### config.mk
export PLATFORM = sky130hd
export DESIGN_NAME = seg_addr_unit
export DESIGN_NICKNAME = d
export VERILOG_FILES = /design/src/rtl/seg_addr_pkg.sv /design/src/rtl/seg_ea_calc.sv /design/src/rtl/seg_select.sv /design/src/rtl/seg_bus_split.sv /design/src/rtl/seg_addr_unit.sv
export SDC_FILE = /design/constraint.sdc
export NUM_CORES = 1
export LEC_CHECK = 0
export ABC_AREA = 1
export BUFFER_PORTS_ARGS = -buffer_cell sky130_fd_sc_hd__clkbuf_2
export CAP_MARGIN = 40
export CORE_ASPECT_RATIO = 0.9
export CORE_MARGIN = 1
export CORE_UTILIZATION = 56
export CTS_CLUSTER_DIAMETER = 200
export DETAILED_ROUTE_END_ITERATION = 7
export PLACE_DENSITY_LB_ADDON = 0.1
export SYNTH_ARGS = -nofsm -noshare
export SYNTH_HDL_FRONTEND = slang
export SYNTH_HIERARCHICAL = 1
export SYNTH_SLANG_ARGS = --single-unit
export TNS_END_PERCENT = 1
### constraint.sdc
create_clock -name clk -period 4.49 [get_ports clk]
set_input_delay 0.2245 -clock clk [delete_from_list [all_inputs] [get_ports clk]]
set_output_delay 0.2245 -clock clk [all_outputs]
set_load 0.01 [all_outputs]
### src/rtl/seg_addr_pkg.sv
package seg_addr_pkg;

    parameter int OFS_W     = 16;
    parameter int SEG_SHIFT = 4;
    parameter int SHORT_W   = 8;
    parameter int SEG_COUNT = 4;

    localparam int PA_W      = OFS_W + SEG_SHIFT;
    localparam int SEG_SEL_W = $clog2(SEG_COUNT);

    typedef logic [OFS_W-1:0] ofs_t;
    typedef logic [PA_W-1:0]  pa_t;

    typedef enum logic [2:0] {
        AM_PTR        = 3'd0,
        AM_BASE       = 3'd1,
        AM_INDEX      = 3'd2,
        AM_BASE_IDX   = 3'd3,
        AM_BASE_IDX_D = 3'd4,
        AM_DIRECT     = 3'd5
    } amode_e;

    typedef enum logic [SEG_SEL_W-1:0] {
        SG_ES = 2'd0,
        SG_CS = 2'd1,
        SG_SS = 2'd2,
        SG_DS = 2'd3
    } seg_e;

    typedef struct packed {
        ofs_t seg;
        ofs_t ea;
        logic word;
    } stage1_t;

    typedef struct packed {
        pa_t  pa;
        logic word;
        logic split;
    } stage2_t;

    function automatic ofs_t widen_disp(input ofs_t d, input logic wide);
        ofs_t r;
        if (wide) r = d;
        else      r = {{(OFS_W-SHORT_W){d[SHORT_W-1]}}, d[SHORT_W-1:0]};
        return r;
    endfunction

    function automatic pa_t phys_of(input ofs_t seg, input ofs_t ea);
        pa_t shifted;
        pa_t offs;
        shifted = {seg, {SEG_SHIFT{1'b0}}};
        offs    = {{SEG_SHIFT{1'b0}}, ea};
        return shifted + offs;
    endfunction

endpackage

### src/rtl/seg_ea_calc.sv
module seg_ea_calc
    import seg_addr_pkg::*;
(
    input  logic [2:0] mode,
    input  logic [1:0] ptr_sel,
    input  logic       base_sel,
    input  logic       index_sel,
    input  ofs_t       disp,
    input  logic       disp_wide,
    input  ofs_t       reg_bx,
    input  ofs_t       reg_bp,
    input  ofs_t       reg_si,
    input  ofs_t       reg_di,
    output ofs_t       ea,
    output logic       via_bp
);
    ofs_t   dx;
    ofs_t   base_v;
    ofs_t   index_v;
    ofs_t   ptr_v;
    amode_e md;

    always_comb begin
        md      = amode_e'(mode);
        dx      = widen_disp(disp, disp_wide);
        base_v  = base_sel  ? reg_bp : reg_bx;
        index_v = index_sel ? reg_di : reg_si;
        case (ptr_sel)
            2'd0:    ptr_v = reg_si;
            2'd1:    ptr_v = reg_di;
            2'd2:    ptr_v = reg_bx;
            default: ptr_v = reg_bp;
        endcase

        case (md)
            AM_PTR: begin
                ea     = ptr_v;
                via_bp = (ptr_sel == 2'd3);
            end
            AM_BASE: begin
                ea     = base_v + dx;
                via_bp = base_sel;
            end
            AM_INDEX: begin
                ea     = index_v + dx;
                via_bp = 1'b0;
            end
            AM_BASE_IDX: begin
                ea     = base_v + index_v;
                via_bp = base_sel;
            end
            AM_BASE_IDX_D: begin
                ea     = base_v + index_v + dx;
                via_bp = base_sel;
            end
            default: begin
                ea     = disp;
                via_bp = 1'b0;
            end
        endcase
    end
endmodule

### src/rtl/seg_select.sv
module seg_select
    import seg_addr_pkg::*;
(
    input  ofs_t [SEG_COUNT-1:0]  bank,
    input  logic                  via_bp,
    input  logic                  ovr_en,
    input  logic [SEG_SEL_W-1:0]  ovr_seg,
    input  logic                  str_dst,
    output ofs_t                  seg_val
);
    seg_e pick;

    always_comb begin
        if (str_dst)     pick = SG_ES;
        else if (ovr_en) pick = seg_e'(ovr_seg);
        else if (via_bp) pick = SG_SS;
        else             pick = SG_DS;
        seg_val = bank[pick];
    end
endmodule

### src/rtl/seg_bus_split.sv
module seg_bus_split
    import seg_addr_pkg::*;
(
    input  logic    clk,
    input  logic    rst,
    input  logic    s1_valid,
    input  stage1_t s1,
    output logic    take,
    output logic    bus_valid,
    output pa_t     bus_addr,
    output logic    bus_word,
    output logic    bus_last
);
    stage2_t s2;
    logic    s2_valid;
    logic    second;
    logic    first_of_split;

    assign first_of_split = s2_valid && s2.split && !second;
    assign take           = !first_of_split;

    always_ff @(posedge clk) begin
        if (rst) begin
            s2_valid <= 1'b0;
            second   <= 1'b0;
            s2       <= '0;
        end else if (take) begin
            s2_valid <= s1_valid;
            second   <= 1'b0;
            s2.pa    <= phys_of(s1.seg, s1.ea);
            s2.word  <= s1.word;
            s2.split <= s1.word && s1.ea[0];
        end else begin
            second   <= 1'b1;
        end
    end

    always_comb begin
        bus_valid = s2_valid;
        bus_addr  = second ? s2.pa + pa_t'(1) : s2.pa;
        bus_word  = s2.word && !s2.split;
        bus_last  = !(s2.split && !second);
    end
endmodule

### src/rtl/seg_addr_unit.sv
module seg_addr_unit
    import seg_addr_pkg::*;
(
    input  logic        clk,
    input  logic        rst,
    input  logic        in_valid,
    output logic        in_ready,
    input  logic [2:0]  am_mode,
    input  logic [1:0]  ptr_sel,
    input  logic        base_sel,
    input  logic        index_sel,
    input  logic [15:0] disp,
    input  logic        disp_wide,
    input  logic        ovr_en,
    input  logic [1:0]  ovr_seg,
    input  logic        str_dst,
    input  logic        acc_word,
    input  logic [15:0] reg_bx,
    input  logic [15:0] reg_bp,
    input  logic [15:0] reg_si,
    input  logic [15:0] reg_di,
    input  logic [15:0] seg_es,
    input  logic [15:0] seg_cs,
    input  logic [15:0] seg_ss,
    input  logic [15:0] seg_ds,
    output logic        bus_valid,
    output logic [19:0] bus_addr,
    output logic        bus_word,
    output logic        bus_last
);
    ofs_t                 ea_c;
    logic                 via_bp_c;
    ofs_t                 seg_c;
    ofs_t [SEG_COUNT-1:0] bank;
    stage1_t              s1;
    logic                 s1_valid;
    logic                 take;

    always_comb begin
        bank[SG_ES] = seg_es;
        bank[SG_CS] = seg_cs;
        bank[SG_SS] = seg_ss;
        bank[SG_DS] = seg_ds;
    end

    seg_ea_calc u_ea (
        .mode      (am_mode),
        .ptr_sel   (ptr_sel),
        .base_sel  (base_sel),
        .index_sel (index_sel),
        .disp      (disp),
        .disp_wide (disp_wide),
        .reg_bx    (reg_bx),
        .reg_bp    (reg_bp),
        .reg_si    (reg_si),
        .reg_di    (reg_di),
        .ea        (ea_c),
        .via_bp    (via_bp_c)
    );

    seg_select u_sel (
        .bank    (bank),
        .via_bp  (via_bp_c),
        .ovr_en  (ovr_en),
        .ovr_seg (ovr_seg),
        .str_dst (str_dst),
        .seg_val (seg_c)
    );

    assign in_ready = !s1_valid || take;

    always_ff @(posedge clk) begin
        if (rst) begin
            s1_valid <= 1'b0;
            s1       <= '0;
        end else if (in_ready) begin
            s1_valid <= in_valid;
            s1.seg   <= seg_c;
            s1.ea    <= ea_c;
            s1.word  <= acc_word;
        end
    end

    seg_bus_split u_split (
        .clk       (clk),
        .rst       (rst),
        .s1_valid  (s1_valid),
        .s1        (s1),
        .take      (take),
        .bus_valid (bus_valid),
        .bus_addr  (bus_addr),
        .bus_word  (bus_word),
        .bus_last  (bus_last)
    );
endmodule

; Word level (Yosys, flattened, before mapping)
; Cells that the tools add are included.
[totals]
reg_bits = 58
inputBits = 160
output_inout_bits = 24
elab_cells = 50
[classes]
addsub = 6
n_lt_le_gt_ge = 1
eq_ne = 7
muxes = 13
reduce_logical = 14
[ops]
columns = cell, n
row1 = 16-bit case mux with 5 select lines, 1
row2 = 16-bit adder, 4
row3 = 16-bit two-way mux, 4
row4 = 16-bit case mux with 3 select lines, 1
row5 = 16-bit binary-select mux with 2-bit select, 1
row6 = 20-bit by 1-bit adder with 20-bit output (second input constant), 1
row7 = 20-bit by 16-bit adder with 20-bit output, 1
row8 = 20-bit two-way mux, 1
row9 = 3-bit by 2-bit equality test with 1-bit output (second input constant), 2
row10 = 1-bit logical AND, 5
row11 = 1-bit logical NOT, 5
row12 = 2-bit equality test (second input constant), 2
row13 = 2-bit two-way mux, 2
row14 = 3-bit by 1-bit equality test with 1-bit output (second input constant), 1
row15 = 3-bit equality test (second input constant), 1
row16 = 3-bit logical NOT, 1
row17 = 2-bit by 3-bit < comparator with 1-bit output (second input constant), 1
row18 = 3-bit OR reduction, 1
row19 = 2-bit by 1-bit equality test with 1-bit output (second input constant), 1
row20 = 2-bit logical NOT, 1
row21 = 1-bit two-way mux, 2
row22 = 1-bit case mux with 2 select lines, 1
row23 = 1-bit logical OR, 1

; Longest topological paths before layout
; Gate-level depths: netlist (run 1).
[logic_depth]
word_depth = 8
ltp_mapped = 29
ltp_nobuf = 27

; Modules after synthesis
; Netlist (run 1), hierarchy kept.
[by_module_without_submodules]
columns = mod, n_inst, cells_each, area_per_inst_um2, seq_area_each_um2
row1 = seg_ea_calc, 1, 592, 3133.0, 0.0
row2 = seg_bus_split, 1, 373, 2195.9, 480.5
row3 = seg_addr_unit, 1, 219, 1530.2, 680.7
row4 = seg_select, 1, 198, 1088.5, 0.0

; Worst setup path after synthesis (run 1)
; Ideal clock, no wire load.
[synth_path]
kind = input to register
from = in base_sel
to = reg, netlist name s1[16]
setup_time_ps = 64
arrival_time_ps = 3740
required_time_ps = 4426
slack_ps = 686
stages = 29
path_buffers = 2
cell_sequence = buf_6 inv_1 clkbuf_1 nand2_1 nand2_1 ha_1 inv_1 fa_1 o21ai_2 nand2_2 a21oi_4 a21o_1 nand3_1 nand2_1 nand2_1 nand3_1 nand3_1 ha_1 nand2_1 inv_1 nand3_1 inv_1 a221oi_1 inv_1 nand3_2 nand3_2 a21oi_2 nor2_1 nor2_1
[synth_via]
elab_chain_cells = 4
elab_cells_between_ends = 5
cone_classes = add/sub (3) / mux (2)
[synth_lines]
columns = element, line
row1 = start: declaration, seg_addr_unit.sv:10  ; input logic base_sel,
row2 = 16-bit two-way mux *, seg_ea_calc.sv:26  ; base_v = base_sel ? reg_bp : reg_bx;
row3 = 16-bit adder, "seg_ea_calc.sv:49, seg_ea_calc.sv:53"
row4 = 16-bit adder, seg_ea_calc.sv:53  ; ea = base_v + index_v + dx;
row5 = 16-bit case mux with 5 select lines *, seg_ea_calc.sv:35  ; case (md)
row6 = named net ea_c[15], seg_addr_unit.sv:31  ; ofs_t ea_c;
; Mark *: on every way through the listed nets, which the timed path passes. The rest lies on a longest branch.
; A chain may end at the register's enable or synchronous reset.

; Worst setup path after layout (run 1)
[layout_path]
from = in index_sel
to = reg, netlist name s1[11]
[layout_via]
elab_chain_cells = 4
elab_cells_between_ends = 5
cone_classes = add/sub (3) / mux (2)
[layout_lines]
columns = element, line
row1 = start: declaration, seg_addr_unit.sv:11  ; input logic index_sel,
row2 = 16-bit two-way mux *, seg_ea_calc.sv:27  ; index_v = index_sel ? reg_di : reg_si;
row3 = 16-bit adder, "seg_ea_calc.sv:49, seg_ea_calc.sv:53"
row4 = 16-bit adder, seg_ea_calc.sv:53
row5 = 16-bit case mux with 5 select lines *, seg_ea_calc.sv:35
row6 = named net ea_c[10], seg_addr_unit.sv:31
; Marked as above.

==> flow_summary.yaml, run 1 <==
final_layout:
  n_antenna_cell: 0
  drive_above_1_share_pct: 19.8
  syn_to_final_growth_pct: 15.4
  finalNetCount: 1742
power:
  p_sw_share_pct: 37.8
  internal-power_mw: 1.48
  p_seq_share_pct: 26.3
  combinationalPowerShare_pct: 42.5
  powerDensity_nw_per_um2: 259
  switching_power_mw: 0.900
  clkPwrFrac_pct: 31.3
  leakagePower_nw: 5.26
  peakVddDrop_mv: 0.194
logic_synthesis:
  synth.distinct_cells: 58
  syn_inst: 1382
  synth_most_common_cell: "nand2_1"
  ys_seq_area_share_pct: 14.6
  async_reset_ff_share_pct: 0
  synth_warnings: 6
  synth.avg_cell_area_um2: 5.75
  yosys-top-cells-area: "nand2_1, dfxtp_1, inv_1"
  synth_edf_count: 0
  syn-num-nets: 1589
  synth_top_area_share_pct: 21.0
  ys_top_cells_by_count: "nand2_1, inv_1, nor2_1"
  ys.flop_type: "dfxtp_1"
  ys_seq_elements: 58
  netlist_area_um2: 7950
  synth_top_cell_by_area: "nand2_1"
min_path:
  hold_class: "in -> reg"
placement:
  dp_hpwl_mm: 17.8
  port_buffers: 183
  post-place-ws_ps: 355
  place_congestion: 0.964
floorplan:
  die-area_um2: 14700
  fp-row-count: 40
  initial_utilization_pct: 58.4
  die_x_um: 128
  dieHeight_um: 115
  core_area_um2: 13600
  num_io_pins: 184
worst_setup_path:
  start_kind: "primary input"
  critPathMaxStageDelay_ps: 340
  end_kind: "flip-flop"
  cp.arrival_ps: 4060
  crit_family: "simple AND/OR/NAND/NOR gates"
  crit_chain: "clkbuf_2 -> inv_6 -> or2_2 -> o21ai_0 -> inv_1 -> ha_1 -> nand3_1 -> nand2_1 -> nand2_1 -> nand2_2 -> xor2_1 -> nand2_1 -> a21oi_1 -> ha_1 -> inv_1 -> o21ai_0 -> a21oi_1 -> o21ai_0 -> a21bo_2 -> or2_2 -> nand3_1 -> o2111ai_1 -> nor2_1 -> nor2_1"
  slowest_stage: "clkbuf_2"
  critical_path_class: "in -> reg"
  cp_data_required_time_ps: 4710
  critPathBufInv: 4
  cp_max_fo: 17
clock_tree:
  cts_tree: "done"
  clock_sinks: 58
  htree_levels: 3
  cts_hold_buffers: 0
  cts_resized: 0
  cts_root_buf: "clkbuf_16"
  clk_latency_ps: 330
  cts_buffer_depth: 2
  cts_inserted_buffers: 9
  cts_setup_buffers: 0
  clk_pin_slew_ps: 50
sta:
  min_period_over_period_pct: 85.4
  setup_violations: 0
  grt_setup_unrepaired: "no"
  fmax_mhz: 261
  fin_crit_ps: 3830
  maxSlewHeadroom_pct: 41.9
  final_hold_viol_count: 0
  fin_ws_ps: 657
  tightestPinTransition_ps: 869
  finalClockSkew_ps: 4.84
  tns_ps: 0
  drv_slew: 0
route:
  routedWlPerCell_um: 12.8
  ant_nets: 0
  drt_wl_total_mm: 22.1
  drtPass1Iterations: 5
  vias_per_cell: 5.19
  drt_iter0_drc: 714
  vias: 8968
  drc: 0
grt:
  grt_pass1_vias: 8114
  grt_pass1_wl_mm: 37.2
  antenna_found_initial: 0
  gr-total-overflow: 0
  track_usage_pct: 30.8
  grt_max_degree: 36
flow_run:
  max_cap_viol_count: 0
run_status:
  outcome: "finished clean"
## metal layers
| metal | wire length [µm] | track usage [%] | vias up |
|---|---|---|---|
| met4 | 255 | 5.88 | 0 |
| li1 | - | - | 4681 |
| met1 | 10700 | 43.2 | 3934 |
| met2 | 9700 | 50.5 | 328 |
| met5 | 0 | 0 | - |
| met3 | 1530 | 4.42 | 25 |
## layout by cell type, fill, tap and decap left out, drive strengths merged, types with 22 or more instances in the layout
cell type and count:
inv 237, nor2 139, clkbuf 194, nand3 145, nand2 468, ha 44, xor2 22, dfxtp 58
o21ai 34, a21oi 55, nand4 40
## sequential cells by signal, summed over array words and instances (netlist names)
| register | cells |
|---|---|
| s1 | 33 |
| u_split/s2 | 22 |
| s1_valid | 1 |
| u_split/bus_valid | 1 |
| u_split/second | 1 |
## layout make-up
class / count / area, µm²
inverter: 238 / 902
clock buffer: 11 / 253
timing repair buffer: 193 / 1010
tap: 189 / 236
clock inverter: 4 / 75.1
fill: 1301 / 4440
sequential: 58 / 1160
multi-input combinational: 1035 / 5530
## stage by stage
stage / utilization, % / hold slack (ps) / instances / total power [mW] / area (µm²)
final: 67.4 / 134 / 1728 / 2.38 / 9180
after global routing: 67.4 / 137 / 1728 / 2.54 / 9180
after CTS: 67.4 / 133 / 1728 / 2.37 / 9180
after detailed placement: 65.0 / 448 / 1713 / 1.62 / 8850
after global placement: 64.5 / 433 / 1708 / 1.61 / 8790
after floorplan: - / 297 / 1382 / 1.35 / 7950
## power by group through the flow
stage / Sequential (mW) / Clock [mW] / Combinational [mW]
after floorplan: 0.617 / 0 / 0.735
after global placement: 0.632 / 0 / 0.973
after global routing: 0.631 / 0.770 / 1.14
final: 0.625 / 0.744 / 1.01
after detailed placement: 0.634 / 0 / 0.990
after CTS: 0.624 / 0.749 / 0.998
## final timing paths
| kind | start | to | slack [ps] | depth (start not counted) |
|---|---|---|---|---|
| max | index_sel | s1[11] | 660 | 24 |
| min | in_valid | s1_valid | 130 | 3 |
| max reg2reg | u_split/second | s1[23] | 2490 | 6 |
| min reg2reg | u_split/s2[1] | u_split/s2[1] | 460 | 2 |
## cells by family after synthesis
family          Yosys count  synth area share, %
flops                    58                 14.6
buf+inv                 289                 15.8
fa+ha+maj                47                 7.68
xor+xnor                 32                 3.53
compound gates          136                 11.1
simple gates            820                 47.4
## worst register-to-register path, delay by kind of cell, from the launching register on
kind / cells / cell delay, ps
buffers and inverters: 2 / 850
AND/OR/NAND/NOR: 4 / 670
flip-flops: 1 / 390
(Power assumes the default switching activity.)
==> inputs of run 2 (changes only) <==
ABC_AREA = default   (was 1)
CORE_UTILIZATION = 55   (was 56)
==> run 2 against run 1 <==
  * Critical path type unchanged
  * Die area is 6.7% lower
  * Sequential cell count unchanged
  * Worst hold slack worse by 18 ps
==> flow_summary.yaml, run 2 <==
sta:
  drv_slew: 0
  maxSlewHeadroom_pct: 49.0
  fmax_mhz: 238
  finalClockSkew_ps: 7.11
  tightestPinTransition_ps: 763
  min_period_over_period_pct: 93.7
  fin_crit_ps: 4210
  final_hold_viol_count: 0
  setup_violations: 0
grt:
  track_usage_pct: 30.0
  grt_pass1_wl_mm: 32.7
  grt_util_met3_pct: 4.99
  busiest_layer: "met2"
  gr-usage-met1_pct: 40.4
  antenna_found_initial: 1
  grt_pass1_vias: 6886
  grt_max_degree: 89
  met2_usage_pct: 49.9
  gr-total-overflow: 0
final_layout:
  final_common_cell: "clkbuf_2"
  largest_registers: "s1 (33), u_split/s2 (22)"
  fin_cells: 1202
  fin_area_um2: 8730
  syn_to_final_growth_pct: 20.0
  largest_register_ffs: 33
  final_cell_mix: "clkbuf_2, nand2_1, dfxtp_1, a21oi_1, ha_1"
  drive_above_1_share_pct: 33.7
  regArea_um2: 1160
  fillers: 1131
  multi_input_area_um2: 5810
  finalNetCount: 1239
  top_register: "s1"
floorplan:
  initial_utilization_pct: 56.9
  die_x_um: 123
  die-area_um2: 13700
  num_io_pins: 184
  core_area_um2: 12800
  dieHeight_um: 111
  fp-row-count: 39
placement:
  dp_cells: 1185
  place_congestion: 0.906
  placedInstanceArea_um2: 8390
  dp_hpwl_mm: 16.0
  port_buffers: 183
route:
  routedWlPerCell_um: 16.7
  drc: 0
  drt_wl_total_mm: 20.1
  vias_per_cell: 6.01
  vias: 7228
  drtPass1Iterations: 5
  ant_nets: 0
  drt_iter0_drc: 514
power:
  peakVddDrop_mv: 0.231
  leakagePower_nw: 3.88
  combinationalPowerShare_pct: 43.7
  internal-power_mw: 1.58
  switching_power_mw: 0.843
  p_seq_share_pct: 26.3
  clkPwrFrac_pct: 30.0
  p_sw_share_pct: 34.8
  powerDensity_nw_per_um2: 277
worst_setup_path:
  r2r_start: "u_split/second"
  start_kind: "primary input"
  crit_chain: "clkbuf_2 -> buf_12 -> mux2_2 -> ha_1 -> o211ai_1 -> o211ai_1 -> o21ai_0 -> xor2_1 -> nor2_1 -> a221o_1 -> ha_1 -> or4_1 -> o221ai_2 -> a31oi_2 -> o21a_1 -> o211ai_1 -> o21ai_0 -> a221oi_2 -> nand2b_1 -> o21ai_2"
  cp.arrival_ps: 4470
  crit_start: "index_sel"
  end_kind: "flip-flop"
  crit_family: "compound AO/OA/AOI/OAI gates"
  cp_data_required_time_ps: 4750
  critical_path_class: "in -> reg"
  slowest_stage: "or4_1"
  critPathBufInv: 2
  cpMostUsedCell: "o211ai_1"
  critPathMaxStageDelay_ps: 550
  cp_max_fo: 6
logic_synthesis:
  synth_top_area_share_pct: 16.0
  async_reset_ff_share_pct: 0
  ys_seq_elements: 58
  synth.avg_cell_area_um2: 8.49
  ys_seq_area_share_pct: 16.0
  syn-num-nets: 1064
  syn_inst: 857
  synth.distinct_cells: 80
  netlist_area_um2: 7280
  synth_most_common_cell: "nand2_1"
  ys.flop_type: "dfxtp_1"
  synth_warnings: 6
  yosys-top-cells-area: "dfxtp_1, mux4_2, ha_1"
  synth_top_cell_by_area: "dfxtp_1"
  synth_edf_count: 0
  ys_top_cells_by_count: "nand2_1, dfxtp_1, a21oi_1"
run_status:
  outcome: "finished clean"
clock_tree:
  htree_levels: 3
  cts_inserted_buffers: 9
  clock_sinks: 58
  clk_pin_slew_ps: 50
  cts_hold_buffers: 0
  clk_latency_ps: 330
  cts_root_buf: "clkbuf_16"
  cts_tree: "done"
  cts_setup_buffers: 0
  cts_buffer_depth: 2
flow_run:
  max_cap_viol_count: 0
min_path:
  hp-start: "in_valid"
  hold_class: "in -> reg"
[run 2: cell types whose count changed in the layout (fill, tap and decap cells not counted), moves of 26 or more]
cell,before,now
inv_1,227,15
mux2_2,0,31
mux4_2,0,26
nand2_1,444,120
nand2b_1,0,43
nand3_1,113,15
nand3_2,30,0
nand4_1,39,7
nand4bb_1,0,33
nor2_1,130,36
o21ai_2,1,30
[run 2: worst reg2reg max path: stages (launching register included)]
cell and delay, ps:
dfxtp_1 350, nand2b_4 160, nor2_2 80, buf_4 230, inv_2 340, and2b_4 810, inv_2 80, a21oi_1 150
[run 2: layer usage]
metal,vias to the layer above,part of all wire (%)
met3,23,6.5
met5,-,0
li1,3573,-
met2,268,47
met1,3364,45
met4,0,1.3
[run 2: cells by family after synthesis]
| group | share of synthesized area, % |
|---|---|
| AND/OR/NAND/NOR | 24.3 |
| AO/OA/AOI/OAI | 24.2 |
| multiplexers | 16.5 |
| buffers and inverters | 4.44 |
| flip-flops | 16.0 |
| XOR/XNOR | 6.26 |
| adder cells (fa/ha/maj) | 8.39 |
[run 2: layout make-up]
class / count / share of cell area [%]
repair buffers: 214 / 13.3
inverters: 19 / 0.817
flip-flops and latches: 58 / 13.3
diodes: 1 / 0.0287
clock inverters: 5 / 0.889
well taps: 164 / 2.35
multi-input cells: 730 / 66.5
clock buffers: 11 / 2.78
[run 2: metrics by stage]
| stage | setup TNS (ps) | setup WS [ps] | utilization, % | hold slack [ps] | total power, mW |
|---|---|---|---|---|---|
| global placement | 0 | 35.9 | 65.6 | 441 | 1.67 |
| detailed placement | -52.7 | -52.7 | 65.6 | 453 | 1.68 |
| global route | -34.2 | -20.3 | 68.3 | 139 | 2.57 |
| floorplan | 0 | 82.4 | - | 354 | 1.38 |
| CTS | 0 | 253 | 68.2 | 107 | 2.42 |
| finish | 0 | 282 | 68.3 | 116 | 2.42 |
[run 2: path summary, 6_finish.rpt]
| kind | endpoint | slack (ps) | cells past startpoint |
|---|---|---|---|
| setup / recovery | s1[13] | 280 | 20 |
| hold / removal | s1_valid | 120 | 3 |
| setup reg to reg | s1_valid | 2220 | 7 |
| hold reg to reg | u_split/s2[1] | 450 | 2 |
[run 2: power groups by stage]
stage	sequential [mW]	clock (mW)	combinational, mW
5_1_grt	0.644	0.761	1.17
3_5_place_dp	0.645	0	1.04
3_3_place_gp	0.643	0	1.03
6_report	0.636	0.727	1.06
4_1_cts	0.635	0.738	1.05
2_1_floorplan	0.624	0	0.759
[run 2: what timing repair did]
action,4_1_cts,5_1_grt
resized for setup,0,5
setup endpoints to repair,0,5
endpoints found under the hold margin,0,0
